[src/rtl/combo_lock.sv]
module combo_lock #(
  parameter int NBITS = 3
) (
  input  logic             clk,
  input  logic             rst,
  input  logic             enter_i,
  input  logic             key_i,
  input  logic [NBITS-1:0] code_i,
  output logic             unlock_o,
  output logic             error_o
);
  localparam int IW = (NBITS > 1) ? $clog2(NBITS) : 1;
  localparam logic [IW-1:0] LAST = IW'(NBITS - 1);

  logic [NBITS-1:0] code_q;
  logic [IW-1:0]    idx_q;
  logic             enter_q;
  logic             miss_q;
  logic             done_q;

  wire press = enter_i & ~enter_q & ~done_q;
  wire bad   = key_i ^ code_q[idx_q];

  always_ff @(posedge clk) begin
    enter_q <= enter_i;
    if (rst) begin
      code_q <= code_i;
      idx_q  <= '0;
      miss_q <= 1'b0;
      done_q <= 1'b0;
    end else if (press) begin
      miss_q <= miss_q | bad;
      if (idx_q == LAST) done_q <= 1'b1;
      else               idx_q  <= idx_q + 1'b1;
    end
  end

  assign unlock_o = done_q & ~miss_q;
  assign error_o  = done_q &  miss_q;
endmodule

[config.mk]
export PLATFORM = sky130hd
export DESIGN_NAME = combo_lock
export DESIGN_NICKNAME = d
export VERILOG_FILES = /design/src/rtl/combo_lock.sv
export SDC_FILE = /design/constraint.sdc
export NUM_CORES = 1
export LEC_CHECK = 0
export CORE_AREA = 2 2 39 41
export CTS_CLUSTER_DIAMETER = 50
export DETAILED_ROUTE_END_ITERATION = 7
export DIE_AREA = 0 0 41 43
export SLEW_MARGIN = 20
export SYNTH_ARGS = -nofsm -noshare
export SYNTH_HDL_FRONTEND = slang
export SYNTH_SLANG_ARGS = --single-unit
[constraint.sdc]
create_clock -name clk -period 1.25 [get_ports clk]
set_clock_uncertainty 0.1 [all_clocks]
set_input_delay 0.25 -clock clk [delete_from_list [all_inputs] [get_ports clk]]
set_output_delay 0.25 -clock clk [all_outputs]
set_load 0.005 [all_outputs]
==> Implementation_results.wiki <==
{| class="wikitable"
! Metric !! Value
|-
| Outcome || finished, violations left
|-
| Failing checks || negative setup slack
|-
| Source-to-sink clock delay at the later pin of the worst-skew pair || 0.25 ns
|-
| Vias after detailed routing || 277
|-
| Category of the critical setup timing path || reg -> reg
|-
| Root buffer cell || sky130_fd_sc_hd__clkbuf_4
|-
| Placement Cell Area || 499 µm²
|-
| Fraction of registers with async set or reset after synthesis || 0
|-
| ANT cells || 0
|-
| Layout area overhead || 51.4%
|-
| X dimension of the die || 41 µm
|-
| Share of cells above drive strength 1 || 0.383
|-
| Met1 WL || 252 µm
|-
| Top cells by instance count after synthesis || sky130_fd_sc_hd__dfxtp_1 (5), sky130_fd_sc_hd__nor2_1 (4), sky130_fd_sc_hd__edfxtp_1 (3), sky130_fd_sc_hd__inv_1 (3), sky130_fd_sc_hd__nor2b_1 (2)
|-
| GRT Resource Usage Total || 0.0809
|-
| Post-Syn Area || 348 µm²
|-
| Floorplan core area || 1380 µm²
|-
| Power per cell area || 1180 nW/µm²
|-
| Synth top area share || 0.288
|-
| DRC marker count from the first detailed-route iteration || 1
|-
| Port bufs || 8
|-
| Portion of total power attributed to the clock network || 0.343
|-
| Ys Warns || 0
|-
| DR WL/cell || 9.17 µm
|-
| Clock tree from TritonCTS || yes
|-
| Worst path setup slack after routing || -0.0740 ns
|-
| First-pass detailed-route iteration total || 2
|-
| Worst setup SP type || register
|-
| Final Cycle Share || 1.06
|-
| Vias in the first global route || 254
|-
| Cell type with the highest aggregate area in the netlist || sky130_fd_sc_hd__dfxtp_1
|-
| Net Switching || 144 µW
|-
| Cell Rows || 14
|-
| Count leader, synth || sky130_fd_sc_hd__dfxtp_1
|-
| Syn Nets || 38
|-
| Met3 WL || 44 µm
|-
| Share of power burned in registers || 0.488
|-
| Slew HR || 0.783
|-
| Flip-flop and latch count after synthesis || 8
|-
| Launch instance of the worst register-to-register path || idx_q[0]$_SDFFE_PP0P_
|-
| Total setup violations reported at the end of the flow || 2
|-
| Placer Congestion || 0.637
|-
| Endpoints failing hold || 0
|-
| DRC errors left || 0
|-
| Pint || 479 µW
|-
| Clock-pin slew on the worst setup and hold paths || 0.06 ns
|-
| Number of buffers created by CTS || 3
|-
| Clock tree buffer depth || 2
|-
| Portion of total power attributed to combinational logic || 0.168
|-
| Number of pins exceeding their max-slew limit in the final report || 0
|-
| Die height || 43 µm
|-
| Hold-fix buffer count after cts || 0
|-
| Post-detail-place hpwl || 448 µm
|-
| Hold path start || miss_q$_SDFFE_PP0P_
|-
| Initial cell density of the core || 0.251
|-
| Full die area || 1760 µm²
|-
| Hold WC Path Type || reg -> reg
|-
| Post-synthesis average cell area || 11.6 µm²
|-
| Top sig layer || met3
|-
| Number of max-cap violations || 0
|-
| Overall overflow remaining after global route || 0
|-
| Setup repair after global routing missed its margin || true
|-
| Critical path data arrival time || 1.37 ns
|-
| Post-synth EDFFs || 3
|-
| Global-route wire length before repair || 938 µm
|-
| Final net count || 56
|-
| Kind of capture point of the worst setup path || register
|-
| Post-place setup slack || -0.251 ns
|-
| Maximum number of pins on one net before global-route repair || 7
|-
| Number of I/O pins || 9
|-
| Fmax || 755 MHz
|-
| Most instantiated flip-flop cell in the synthesis netlist || sky130_fd_sc_hd__dfxtp_1
|-
| Beginning of the critical path || idx_q[0]$_SDFFE_PP0P_
|-
| Antenna violations before repair || 0
|-
| Count of unique library cells instantiated by Yosys || 18
|-
| Met2 Routed Length || 282 µm
|-
| H-tree depth || 1
|-
| Final wirelength || 578 µm
|-
| Antenna violation net count after detailed routing || 0
|-
| Cells after Synth || 30
|-
| Worst voltage drop across the vdd grid || 526 µV
|-
| Leading post-synthesis cells by cell area || sky130_fd_sc_hd__dfxtp_1 (29%), sky130_fd_sc_hd__edfxtp_1 (26%), sky130_fd_sc_hd__nor4b_4 (6.8%)
|-
| Finished layout cell area || 527 µm²
|-
| Part of the Yosys area used for sequential elements || 0.547
|-
| Worst EP required || 1.30 ns
|-
| Switching fraction of total power || 0.231
|-
| Post-CTS Setup Inserts || 0
|-
| Drt via density || 4.40
|-
| Actual transition at the worst max-transition pin || 0.325 ns
|-
| TritonCTS sink count || 8
|-
| Leakage power of the design || 0.000204 µW
|-
| Clock period minus worst slack || 1.32 ns
|-
| Worst-path fanout max || 3
|}
==> metrics by stage <==
stage | power (µW) | hold WS [ns] | utilization | setup TNS [ns] | instances
floorplan | 358 | 0.178 | - | 0 | 30
global placement | 408 | 0.431 | 0.361 | -0.979 | 59
detailed placement | 408 | 0.434 | 0.361 | -1.07 | 59
CTS | 633 | 0.433 | 0.374 | -0.120 | 63
global route | 669 | 0.448 | 0.381 | -0.244 | 63
finish | 623 | 0.426 | 0.381 | -0.130 | 63
==> metal layers <==
layer | up-vias | track usage
met5 | - | 0
met4 | 0 | 0.0600
met3 | 0 | 0.0314
met2 | 8 | 0.113
met1 | 126 | 0.0954
li1 | 143 | -
==> area by class of cell <==
class | instances | area (µm²)
multi-input combinational | 19 | 168
clock buffer | 4 | 26.3
sequential | 8 | 194
timing repair buffer | 13 | 108
inverter | 3 | 11.3
fill | 146 | 857
tap | 16 | 20.0
==> kinds of logic after synthesis <==
| logic type | synth area share |
|---|---|
| buf+inv | 0.0324 |
| xor+xnor | 0.0252 |
| fa+ha+maj | 0.0360 |
| flops | 0.547 |
| compound gates | 0.112 |
| simple gates | 0.219 |
| mux | 0.0288 |
==> cells in the final DEF (no fill, tap or decap) <==
cell type                         synthesis  final
sky130_fd_sc_hd__nor2_1                   4      4
sky130_fd_sc_hd__mux2i_2                  0      1
sky130_fd_sc_hd__clkdlybuf4s50_1          0      6
sky130_fd_sc_hd__o21a_1                   1      1
sky130_fd_sc_hd__buf_2                    0      2
sky130_fd_sc_hd__o221ai_1                 1      1
sky130_fd_sc_hd__a31oi_1                  1      1
sky130_fd_sc_hd__a211oi_2                 0      1
sky130_fd_sc_hd__dfxtp_1                  5      2
sky130_fd_sc_hd__clkbuf_4                 0      3
sky130_fd_sc_hd__inv_1                    3      2
sky130_fd_sc_hd__edfxtp_1                 3      3
sky130_fd_sc_hd__nor3b_1                  1      1
sky130_fd_sc_hd__clkbuf_1                 0      1
sky130_fd_sc_hd__buf_4                    0      5
sky130_fd_sc_hd__inv_2                    0      1
sky130_fd_sc_hd__dfxtp_2                  0      3
sky130_fd_sc_hd__and2_1                   1      1
sky130_fd_sc_hd__o2111ai_1                1      1
sky130_fd_sc_hd__nand3b_1                 1      1
sky130_fd_sc_hd__nor2b_1                  2      2
sky130_fd_sc_hd__nor4b_4                  1      1
sky130_fd_sc_hd__nand2_1                  1      1
sky130_fd_sc_hd__xnor2_1                  1      1
sky130_fd_sc_hd__ha_4                     0      1
==> sequential cells by signal, summed over array words and instances, names as in the netlist <==
| name | count |
|---|---|
| idx_q | 2 |
| code_q | 3 |
| enter_q | 1 |
| miss_q | 1 |
| done_q | 1 |
==> path summary, 6_finish.rpt <==
path | to | slack, ns | cells past startpoint
worst max register to register | idx_q[0]$_SDFFE_PP0P_ | -0.07 | 5
worst min register to register | miss_q$_SDFFE_PP0P_ | 0.43 | 2
worst min-delay path | miss_q$_SDFFE_PP0P_ | 0.43 | 2
worst max-delay path | idx_q[0]$_SDFFE_PP0P_ | -0.07 | 5
==> power by group through the flow <==
stage	Combinational, µW	Clock, µW	Sequential [µW]
after floorplan	47.4	0	311
after global placement	99.7	0	308
after detailed placement	100	0	308
after CTS	100	230	303
after global routing	118	245	306
final	105	214	304
==> worst max-delay path, cell delays in order (launching register included) <==
cell	delay, ns
sky130_fd_sc_hd__dfxtp_2	0.33
sky130_fd_sc_hd__inv_2	0.04
sky130_fd_sc_hd__ha_4	0.16
sky130_fd_sc_hd__nor4b_4	0.37
sky130_fd_sc_hd__xnor2_1	0.16
sky130_fd_sc_hd__nor2_1	0.05
==> timing repair <==
item	4_1_cts	5_1_grt
gates resized for setup	10	2
setup endpoints to repair	4	3
pin swaps	1	2
Note: power is estimated with default switching activity, not from simulation.
